**config.mk**
```make
export PLATFORM = sky130hd
export DESIGN_NAME = kpc_cmd_port
export DESIGN_NICKNAME = d
export VERILOG_FILES = /design/src/rtl/kpc_pkg.sv /design/src/rtl/kpc_byte_seq.sv /design/src/rtl/kpc_script_store.sv /design/src/rtl/kpc_ctrl_regs.sv /design/src/rtl/kpc_cmd_port.sv
export SDC_FILE = /design/constraint.sdc
export NUM_CORES = 2
export LEC_CHECK = 0
export ABC_CLOCK_PERIOD_IN_PS = 13600
export BUFFER_PORTS_ARGS = -buffer_cell sky130_fd_sc_hd__buf_2
export CORE_ASPECT_RATIO = 0.9
export CORE_MARGIN = 2
export CORE_UTILIZATION = 50
export DETAILED_ROUTE_END_ITERATION = 10
export MAX_ROUTING_LAYER = met4
export PLACE_DENSITY = 0.65
export SETUP_SLACK_MARGIN = 0.02
export SLEW_MARGIN = 20
export SYNTH_ARGS = -nofsm -noshare
export SYNTH_HDL_FRONTEND = slang
export SYNTH_HIERARCHICAL = 1
export SYNTH_SLANG_ARGS = --single-unit
```
**constraint.sdc**
```tcl
create_clock -name clk -period 13.6 [get_ports clk]
set_input_delay 3.4 -clock clk [delete_from_list [all_inputs] [get_ports clk]]
set_output_delay 3.4 -clock clk [all_outputs]
set_load 0.02 [all_outputs]
```
**src/rtl/kpc_pkg.sv**
```systemverilog
package kpc_pkg;
  typedef logic [7:0] byte_t;

  // command codes
  localparam byte_t CMD_ID_RD    = 8'h80;
  localparam byte_t CMD_CFG_WR   = 8'h81;
  localparam byte_t CMD_INT_RD   = 8'h82;
  localparam byte_t CMD_RESET    = 8'h83;
  localparam byte_t CMD_PULL_WR  = 8'h84;
  localparam byte_t CMD_DIR_WR   = 8'h85;
  localparam byte_t CMD_LVL_WR   = 8'h86;
  localparam byte_t CMD_DIR_RD   = 8'h87;
  localparam byte_t CMD_LVL_RD   = 8'h88;
  localparam byte_t CMD_ACT_WR   = 8'h8B;
  localparam byte_t CMD_ERR_RD   = 8'h8C;
  localparam byte_t CMD_DBN_WR   = 8'h8F;
  localparam byte_t CMD_KSZ_WR   = 8'h90;
  localparam byte_t CMD_KSZ_RD   = 8'h91;
  localparam byte_t CMD_CFG_RD   = 8'h92;
  localparam byte_t CMD_CLK_WR   = 8'h93;
  localparam byte_t CMD_CLK_RD   = 8'h94;
  localparam byte_t CMD_SCR_WR   = 8'h95;
  localparam byte_t CMD_LINE_GO  = 8'h96;
  localparam byte_t CMD_LINE_END = 8'h97;
  localparam byte_t CMD_LOCKED   = 8'hFF;

  localparam byte_t RESET_KEY    = 8'hAA;
  localparam logic [15:0] CHIP_ID = 16'h0400;

  // defaults
  localparam byte_t DEF_CFG = 8'h80;
  localparam byte_t DEF_ST  = 8'h10;
  localparam byte_t DEF_ACT = 8'd125;
  localparam byte_t DEF_DBN = 8'd3;
  localparam byte_t DEF_KSZ = 8'h33;
  localparam byte_t DEF_CLK = 8'h08;

  // bit positions
  localparam int ERR_PARAM  = 0;
  localparam int ERR_UNKNOWN = 1;
  localparam int ST_ERR     = 3;
  localparam int ST_NOINIT  = 4;

  // limits
  localparam int KEY_MIN      = 3;
  localparam int KEY_ROWS_MAX = 12;
  localparam int KEY_COLS_MAX = 8;
  localparam int SCRIPT_LAST  = 59;
endpackage

```
**src/rtl/kpc_byte_seq.sv**
```systemverilog
module kpc_byte_seq
  import kpc_pkg::*;
#(
  parameter int CNT_W = 4
) (
  input  logic             clk,
  input  logic             rst_n,
  input  logic             bus_start,
  input  logic             wr_fire,
  input  logic [7:0]       wr_data,
  input  logic             rd_fire,
  input  logic             lock,
  output logic [7:0]       cmd_q,
  output logic             is_param,
  output logic [CNT_W-1:0] param_idx,
  output logic [CNT_W-1:0] rd_idx
);
  localparam logic [CNT_W-1:0] CNT_TOP = '1;

  logic [CNT_W-1:0] cnt_q;

  always_ff @(posedge clk or negedge rst_n) begin
    if (!rst_n)                                     cnt_q <= '0;
    else if (bus_start)                             cnt_q <= '0;
    else if ((wr_fire || rd_fire) && cnt_q != CNT_TOP) cnt_q <= cnt_q + 1'b1;
  end

  always_ff @(posedge clk or negedge rst_n) begin
    if (!rst_n)                      cmd_q <= CMD_LOCKED;
    else if (wr_fire && cnt_q == '0) cmd_q <= wr_data;
    else if (lock)                   cmd_q <= CMD_LOCKED;
  end

  assign is_param  = wr_fire && (cnt_q != '0);
  assign param_idx = cnt_q - 1'b1;
  assign rd_idx    = cnt_q;

  // a completed write leaves the lock marker in the command slot
  p_lock_marks_slot_r2: assert property (@(posedge clk) disable iff (!rst_n)
    lock |=> cmd_q == CMD_LOCKED);
  // a start always returns the count to zero
  p_start_clears_r1: assert property (@(posedge clk) disable iff (!rst_n)
    bus_start |=> (rd_idx == '0));
endmodule

```
**src/rtl/kpc_script_store.sv**
```systemverilog
module kpc_script_store
  import kpc_pkg::*;
#(
  parameter int AW    = 8,
  parameter int LINES = 3,
  parameter int CNT_W = 4
) (
  input  logic             clk,
  input  logic             rst_n,
  input  logic [7:0]       cmd,
  input  logic             is_param,
  input  logic [CNT_W-1:0] param_idx,
  input  logic [7:0]       wdata,
  input  logic [AW-1:0]    raddr,
  output logic [15:0]      rdata,
  output logic [LINES-1:0] go,
  output logic [LINES-1:0] halt,
  output logic [5:0]       entry,
  output logic             bad,
  output logic             done
);
  localparam int DEPTH = 1 << AW;

  logic [15:0]   mem [DEPTH];
  logic [AW-1:0] faddr_q;
  logic [7:0]    hi_q;
  logic          sel_wr, sel_go, sel_end, addr_ok, we;
  logic [AW-1:0] waddr;
  logic [15:0]   wval;

  assign sel_wr  = is_param && cmd == CMD_SCR_WR;
  assign sel_go  = is_param && cmd == CMD_LINE_GO;
  assign sel_end = is_param && cmd == CMD_LINE_END;
  assign addr_ok = (wdata[1:0] != 2'b00) && (int'(wdata[7:2]) <= SCRIPT_LAST);

  always_comb begin
    bad   = 1'b0;
    done  = 1'b0;
    we    = 1'b0;
    waddr = faddr_q;
    wval  = 16'h0000;
    if (sel_wr) begin
      if (param_idx == '0) begin
        waddr = AW'(wdata);
        we    = addr_ok;
        bad   = !addr_ok;
        done  = !addr_ok;
      end else if (param_idx == CNT_W'(1)) begin
        we   = 1'b1;
        wval = {wdata, 8'h00};
      end else begin
        we   = 1'b1;
        wval = {hi_q, wdata};
        done = 1'b1;
      end
    end
    if (sel_go) begin
      bad  = !addr_ok;
      done = 1'b1;
    end
    if (sel_end) begin
      bad  = (wdata[1:0] == 2'b00);
      done = 1'b1;
    end
  end

  always_ff @(posedge clk) begin
    if (we) mem[waddr] <= wval;
    rdata <= mem[raddr];
  end

  always_ff @(posedge clk or negedge rst_n) begin
    if (!rst_n) begin
      faddr_q <= '0;
      hi_q    <= '0;
      entry   <= '0;
    end else begin
      if (sel_wr && param_idx == '0 && addr_ok) faddr_q <= AW'(wdata);
      if (sel_wr && param_idx == CNT_W'(1))     hi_q    <= wdata;
      if (sel_go && addr_ok)                    entry   <= wdata[7:2];
    end
  end

  for (genvar g = 0; g < LINES; g++) begin : g_line
    always_ff @(posedge clk or negedge rst_n) begin
      if (!rst_n) begin
        go[g]   <= 1'b0;
        halt[g] <= 1'b0;
      end else begin
        go[g]   <= sel_go && addr_ok && (int'(wdata[1:0]) == g + 1);
        halt[g] <= sel_end && (int'(wdata[1:0]) == g + 1);
      end
    end
  end

  // at most one line pulses, and a start never points past the script
  p_go_onehot_r13: assert property (@(posedge clk) disable iff (!rst_n)
    $onehot0(go));
  p_halt_onehot_r13: assert property (@(posedge clk) disable iff (!rst_n)
    $onehot0(halt));
  p_entry_range_r13: assert property (@(posedge clk) disable iff (!rst_n)
    (|go) |-> (int'(entry) <= SCRIPT_LAST));
endmodule

```
**src/rtl/kpc_ctrl_regs.sv**
```systemverilog
module kpc_ctrl_regs
  import kpc_pkg::*;
#(
  parameter int CNT_W = 4
) (
  input  logic             clk,
  input  logic             rst_n,
  input  logic [7:0]       cmd,
  input  logic             is_param,
  input  logic [CNT_W-1:0] param_idx,
  input  logic [7:0]       wdata,
  input  logic             rd_fire,
  input  logic [CNT_W-1:0] rd_idx,
  input  logic             scr_bad,
  input  logic             scr_done,
  output logic             lock,
  output logic             rsp_valid,
  output logic [7:0]       rsp_data,
  output logic             irq_n,
  output logic [7:0]       act,
  output logic [7:0]       dbn,
  output logic [15:0]      pull,
  output logic [15:0]      dir,
  output logic [15:0]      lvl
);
  logic [7:0]  cfg_q, st_q, ksz_q, clk_q, err_q;
  logic [7:0]  cfg_n, st_n, act_n, dbn_n, ksz_n, clk_n, err_n, rdata;
  logic [15:0] pull_n, dir_n, lvl_n;
  logic        bad, unk;
  logic [3:0]  k_lo, k_hi;

  assign k_lo = wdata[3:0];
  assign k_hi = wdata[7:4];

  always_comb begin
    cfg_n = cfg_q; st_n = st_q; act_n = act; dbn_n = dbn;
    ksz_n = ksz_q; clk_n = clk_q; pull_n = pull; dir_n = dir; lvl_n = lvl;
    bad = 1'b0; unk = 1'b0; lock = 1'b0; rdata = 8'h00;
    if (is_param) begin
      case (cmd)
        CMD_CFG_WR: begin cfg_n = wdata; st_n = 8'h00; lock = 1'b1; end
        CMD_RESET: begin
          lock = 1'b1;
          if (wdata == RESET_KEY) begin
            cfg_n = DEF_CFG; st_n = DEF_ST; act_n = DEF_ACT;
            dbn_n = DEF_DBN; ksz_n = DEF_KSZ; clk_n = DEF_CLK;
          end else bad = 1'b1;
        end
        CMD_PULL_WR: begin
          if (param_idx == '0) pull_n = {8'h00, wdata};
          else begin pull_n = pull | {wdata, 8'h00}; lock = 1'b1; end
        end
        CMD_DIR_WR: begin
          if (param_idx == '0) dir_n = {8'h00, wdata};
          else begin dir_n = dir | {wdata, 8'h00}; lock = 1'b1; end
        end
        CMD_LVL_WR: begin
          if (param_idx == '0) lvl_n = {8'h00, wdata};
          else begin lvl_n = lvl | {wdata, 8'h00}; lock = 1'b1; end
        end
        CMD_ACT_WR: begin act_n = wdata; lock = 1'b1; end
        CMD_DBN_WR: begin dbn_n = wdata; lock = 1'b1; bad = (wdata == 8'h00); end
        CMD_KSZ_WR: begin
          ksz_n = wdata; lock = 1'b1;
          bad = (int'(k_lo) < KEY_MIN) || (int'(k_lo) > KEY_ROWS_MAX) ||
                (int'(k_hi) < KEY_MIN) || (int'(k_hi) > KEY_COLS_MAX);
        end
        CMD_CLK_WR: begin
          clk_n = wdata; lock = 1'b1;
          bad = (wdata[1:0] == 2'b01) || (wdata[1:0] == 2'b10);
        end
        CMD_SCR_WR, CMD_LINE_GO, CMD_LINE_END: begin bad = scr_bad; lock = scr_done; end
        CMD_LOCKED: bad = 1'b1;
        default:    unk = 1'b1;
      endcase
    end
    if (rd_fire) begin
      case (cmd)
        CMD_ID_RD: rdata = (rd_idx == '0) ? CHIP_ID[7:0] :
                           (rd_idx == CNT_W'(1)) ? CHIP_ID[15:8] : 8'h00;
        CMD_INT_RD: begin
          rdata = (rd_idx == '0) ? st_q : 8'h00;
          if (!st_q[ST_NOINIT]) st_n = 8'h00;
        end
        CMD_DIR_RD: rdata = (rd_idx == '0) ? dir[7:0] : (rd_idx == CNT_W'(1)) ? dir[15:8] : 8'h00;
        CMD_LVL_RD: rdata = (rd_idx == '0) ? lvl[7:0] : (rd_idx == CNT_W'(1)) ? lvl[15:8] : 8'h00;
        CMD_ERR_RD: rdata = err_q;
        CMD_KSZ_RD: rdata = ksz_q;
        CMD_CFG_RD: rdata = {4'h0, cfg_q[3:0]};
        CMD_CLK_RD: rdata = (clk_q & 8'hFC) | 8'h02;
        default:    unk = 1'b1;
      endcase
    end
    err_n = err_q;
    err_n[ERR_PARAM]   = err_q[ERR_PARAM] | bad;
    err_n[ERR_UNKNOWN] = err_q[ERR_UNKNOWN] | unk;
    if (bad || unk) st_n[ST_ERR] = 1'b1;
  end

  always_ff @(posedge clk or negedge rst_n) begin
    if (!rst_n) begin
      cfg_q <= DEF_CFG; st_q <= DEF_ST; act <= DEF_ACT; dbn <= DEF_DBN;
      ksz_q <= DEF_KSZ; clk_q <= DEF_CLK; err_q <= 8'h00;
      pull <= '0; dir <= '0; lvl <= '0;
      rsp_valid <= 1'b0; rsp_data <= 8'h00;
    end else begin
      cfg_q <= cfg_n; st_q <= st_n; act <= act_n; dbn <= dbn_n;
      ksz_q <= ksz_n; clk_q <= clk_n; err_q <= err_n;
      pull <= pull_n; dir <= dir_n; lvl <= lvl_n;
      rsp_valid <= rd_fire; rsp_data <= rdata;
    end
  end

  assign irq_n = (st_q == 8'h00);

  // a newly set error bit always brings the error status flag
  p_err_flags_int_r4: assert property (@(posedge clk) disable iff (!rst_n)
    (|(err_q & ~$past(err_q))) |-> st_q[ST_ERR]);
  // error bits never clear without the hardware reset
  p_err_sticky_r4: assert property (@(posedge clk) disable iff (!rst_n)
    ((err_q & $past(err_q)) == $past(err_q)));
  // a byte into a locked slot is a bad parameter
  p_locked_byte_r2: assert property (@(posedge clk) disable iff (!rst_n)
    (is_param && cmd == CMD_LOCKED) |=> err_q[ERR_PARAM]);
  // reading with the locked marker is an unknown command and yields zero
  p_unknown_read_r3: assert property (@(posedge clk) disable iff (!rst_n)
    (rd_fire && cmd == CMD_LOCKED) |=> (err_q[ERR_UNKNOWN] && rsp_data == 8'h00));
  // one response per accepted request, one cycle later
  p_rsp_pulse_r1: assert property (@(posedge clk) disable iff (!rst_n)
    rd_fire |=> rsp_valid);
endmodule

```
**src/rtl/kpc_cmd_port.sv**
```systemverilog
module kpc_cmd_port
  import kpc_pkg::*;
#(
  parameter int CNT_W     = 4,
  parameter int SCRIPT_AW = 8,
  parameter int PWM_LINES = 3
) (
  input  logic                 clk,
  input  logic                 rst_n,
  input  logic                 bus_start,
  input  logic                 wr_valid,
  output logic                 wr_ready,
  input  logic [7:0]           wr_data,
  input  logic                 rq_valid,
  output logic                 rq_ready,
  output logic                 rsp_valid,
  output logic [7:0]           rsp_data,
  output logic                 irq_n,
  output logic [7:0]           scan_active,
  output logic [7:0]           scan_debounce,
  output logic [15:0]          gpio_pull,
  output logic [15:0]          gpio_dir,
  output logic [15:0]          gpio_level,
  output logic [PWM_LINES-1:0] pwm_go,
  output logic [PWM_LINES-1:0] pwm_halt,
  output logic [5:0]           pwm_entry,
  input  logic [SCRIPT_AW-1:0] script_raddr,
  output logic [15:0]          script_rdata
);
  logic             wr_fire, rd_fire, lock, is_param, scr_bad, scr_done;
  logic [7:0]       cmd;
  logic [CNT_W-1:0] param_idx, rd_idx;

  assign wr_ready = !bus_start;
  assign rq_ready = !bus_start && !wr_valid;
  assign wr_fire  = wr_valid && wr_ready;
  assign rd_fire  = rq_valid && rq_ready;

  kpc_byte_seq #(.CNT_W(CNT_W)) u_seq (
    .clk(clk), .rst_n(rst_n), .bus_start(bus_start), .wr_fire(wr_fire),
    .wr_data(wr_data), .rd_fire(rd_fire), .lock(lock), .cmd_q(cmd),
    .is_param(is_param), .param_idx(param_idx), .rd_idx(rd_idx)
  );

  kpc_ctrl_regs #(.CNT_W(CNT_W)) u_regs (
    .clk(clk), .rst_n(rst_n), .cmd(cmd), .is_param(is_param),
    .param_idx(param_idx), .wdata(wr_data), .rd_fire(rd_fire), .rd_idx(rd_idx),
    .scr_bad(scr_bad), .scr_done(scr_done), .lock(lock),
    .rsp_valid(rsp_valid), .rsp_data(rsp_data), .irq_n(irq_n),
    .act(scan_active), .dbn(scan_debounce), .pull(gpio_pull),
    .dir(gpio_dir), .lvl(gpio_level)
  );

  kpc_script_store #(.AW(SCRIPT_AW), .LINES(PWM_LINES), .CNT_W(CNT_W)) u_script (
    .clk(clk), .rst_n(rst_n), .cmd(cmd), .is_param(is_param),
    .param_idx(param_idx), .wdata(wr_data), .raddr(script_raddr),
    .rdata(script_rdata), .go(pwm_go), .halt(pwm_halt), .entry(pwm_entry),
    .bad(scr_bad), .done(scr_done)
  );
endmodule

```
==> out/summary.txt <==
Placement Cell Area: 173000 µm²
largest family of logic cells by synthesized area: multiplexers
DRC viols: 0
Reg-to-Reg Start: u_seq/rd_idx[0]$_DFFE_PN0P_
CP Launch Type: primary input
worst hold start: u_regs/ksz_q[3]$_DFFE_PN0P_
CTS sink count: 4253
complex-gate fraction of the synthesized area: 0.0403
TritonCTS buffer count: 413
slowest CP cell: buf_4
FFs w/ async S/R, synth: 0.0332
Mapped Avg Cell Area: 20.6 µm²
drt total wl: 447 mm
library cells used by synthesis: 84
Area contributors post-synth: edfxtp_1 (74%), mux4_2 (10%), mux2i_1 (3.7%), dfrtp_1 (1.8%), o221ai_1 (1.5%)
synthesis-stage register bit count: 4253
Max Root-Sink Buffers: 4
CP Class: in -> reg
cell count after synthesis: 8069
R2R depth: 11
Hold EP: u_regs/ksz_q[3]$_DFFE_PN0P_
hold depth: 2
number of enable flip-flop cells after synthesis: 4096
fin crit share: 0.568
largest net degree at the start of global routing: 257
crit path capture type: register
Max Freq: 129 MHz
largest area contributor in the netlist: edfxtp_1
Worst Skew: 0.0637 ns
peak supply drop: 0.119 mV
cells along the critical path: buf_2 > nor2b_1 > a21boi_1 > buf_4 > and4b_1 > nand3_1 > nor2_1 > and2_4 > buf_4 > buf_4
unrepaired setup endpoints after global routing: false
WP buf/inv: 4
YS warnings: 6
Adder-Cell Fraction of Synth Area: 0.000452
layout cell share with drive strength beyond 1: 0.242
post-DP HPWL: 258 mm
grt total ovfl: 0
Synth top cells by count: edfxtp_1 (4096), mux4_2 (773), mux2i_1 (611)
Die ar.: 337000 µm²
row count: 200
Crit path largest cell delay: 0.90 ns
CTS tree: done
design area: 186000 µm²
post-synthesis mux area share: 0.151
top cell type's share of synthesized area: 0.740
worst-margin pin slew: 1.26 ns
vias in the first global route: 84286
Post-synth top flop: edfxtp_1
fillcell total: 24202
port bufs: 124
Final Wtd Congestion: 0.902
Layout Cells excl Fill: 13235
min Tclk post-route: 7.73 ns
Final setup viols: 0
Synth Area in XOR/XNOR: 0.000105
CP delay by family, top: simple AND/OR/NAND/NOR gates
crit path DAT: 8.32 ns
r2r endpoint: u_script/mem[66][5]$_DFFE_PP_
area of the mapped netlist: 166000 µm²
setup TNS: 0 ns
crit path max fanout: 100
Crit path top cell by count: buf_4
post_cts resized: 0
Max Cap Violations: 0
post-synthesis simple-gate area fraction: 0.0242
clock-pin slew on the worst setup and hold paths: 0.06 ns
dpl cells: 12457
Final Max Slew Viols: 0
Worst Path Required: 14.19 ns
Root Driver: clkbuf_16
Synth Net Count: 8096
total global-route track usage: 0.271
Die Wd: 612 µm
R2R setup slack: 7.71 ns
clock latency on the worst-skew pair: 0.99 ns
core area: 330000 µm²
CTS HTree Levels: 5
post-CTS setup buffers: 0
global-route wire length before repair: 632 mm
initial antenna violation count: 12
status: complete, no violations
Pleak: 69.2 nW
Hold-fix buffers, CTS: 0
Layout Area Growth over Synthesis: 12.1%
final hold viol count: 0
via density per instance: 6.53
Iteration-0 DRC Markers: 12501
I/O pin cnt: 125
vias: 86419
DRT antenna net count: 0
pwr/cell area: 143 nW/µm²
most numerous cell in the Yosys netlist: edfxtp_1
Die Y: 551 µm
Slew headroom: 0.161
worst hold path class: reg -> reg
detailed-route wire length per cell: 33.8 µm
Seq/Total Area, Yosys: 0.763
Final #Nets: 8557
Initial Utilization: 0.503
drt pass-1 iters: 6
[worst max-delay path by stage]
stage,from,endpoint,slack (ns),cells past startpoint
floorplan,wr_valid,u_script/mem[0][10]$_DFFE_PP_,0.48,7
global placement,script_raddr[1],u_script/rdata[11]$_DFF_P_,4.72,8
detailed placement,bus_start,u_script/mem[1][2]$_DFFE_PP_,5.02,10
CTS,bus_start,u_script/mem[11][2]$_DFFE_PP_,6.03,10
global route,bus_start,u_script/mem[87][5]$_DFFE_PP_,5.58,10
finish,bus_start,u_script/mem[66][5]$_DFFE_PP_,5.87,10
[routing by layer]
metal	part of all wire	vias to the layer above	track usage
met5	0	-	-
met4	0.034	0	0.0822
met3	0.11	803	0.0517
met2	0.47	4992	0.412
met1	0.39	45845	0.376
li1	-	34779	-
[per-stage QoR]
stage | setup slack [ns] | hold WS [ns] | power [mW] | utilization
6_report | 5.87 | 0.472 | 26.6 | 0.564
3_3_place_gp | 4.72 | 0.460 | 15.4 | 0.522
3_5_place_dp | 5.02 | 0.458 | 15.4 | 0.523
2_1_floorplan | 0.484 | 0.435 | 15.1 | -
4_1_cts | 6.03 | 0.471 | 26.7 | 0.564
5_1_grt | 5.58 | 0.486 | 27.2 | 0.564
[kinds of logic after synthesis]
family / Yosys count
AO/OA/AOI/OAI: 944
XOR/XNOR: 2
adder cells (fa/ha/maj): 6
buffers and inverters: 503
flip-flops: 4253
multiplexers: 1516
AND/OR/NAND/NOR: 845
[worst register-to-register path, stage by stage (launching register included)]
cell,delay (ns)
dfrtp_1,0.32
buf_4,0.30
inv_1,0.31
ha_1,0.32
a21boi_1,0.18
buf_4,0.28
and4b_1,0.29
nand3_1,0.24
nor2_1,0.56
and2_4,0.76
buf_4,0.90
buf_4,0.95
[sequential cells by signal, indices dropped and copies added (netlist names)]
register          flops
u_regs/dbn            8
u_script/rdata       16
u_script/halt         3
u_regs/clk_q          6
u_script/entry        6
u_script/faddr_q      8
u_regs/cfg_q          4
u_regs/err_q          2
u_regs/lvl           16
u_regs/dir           16
u_regs/pull          16
u_script/go           3
u_script/hi_q         8
u_regs/ksz_q          8
u_seq/cmd_q           8
u_regs/act            8
u_regs/rsp_valid      1
u_script/mem       4096
u_regs/st_q           8
u_seq/rd_idx          4
u_regs/rsp_data       8
[layout by cell type, fill, tap and decap left out, types with 17 or more instances in the layout]
cell type / instances
edfxtp_1: 4096
mux4_2: 773
mux2i_1: 611
clkbuf_16: 419
buf_4: 382
nor2_1: 327
o221ai_1: 286
a21oi_1: 199
nand2_1: 176
o22ai_1: 155
mux2_2: 121
dfrtp_1: 119
buf_2: 118
nor3_1: 97
clkbuf_1: 88
clkinv_2: 82
clkinv_1: 79
o21ai_0: 57
a22oi_1: 47
nand3_1: 44
bufinv_16: 38
a22o_1: 34
o31ai_1: 33
nor4_1: 28
dfstp_2: 22
buf_12: 20
nand2b_1: 17
a211o_1: 17
[layout make-up]
class                   count  area [µm²]  area share
well taps                4343        5430      0.0292
flip-flops and latches   4253      127000       0.681
repair buffers            531        4020      0.0216
inverters                  18        77.6    0.000417
clock inverters           246        2470      0.0133
clock buffers             522       11000      0.0592
diodes                      9        22.5    0.000121
multi-input cells        3313       36300       0.195
[power by group]
group          internal (mW)  total (mW)  switching [mW]
combinational          0.323       0.929           0.605
clock                   6.49        11.4            4.93
sequential              14.2        14.2          0.0428
(Power assumes the default switching activity.)
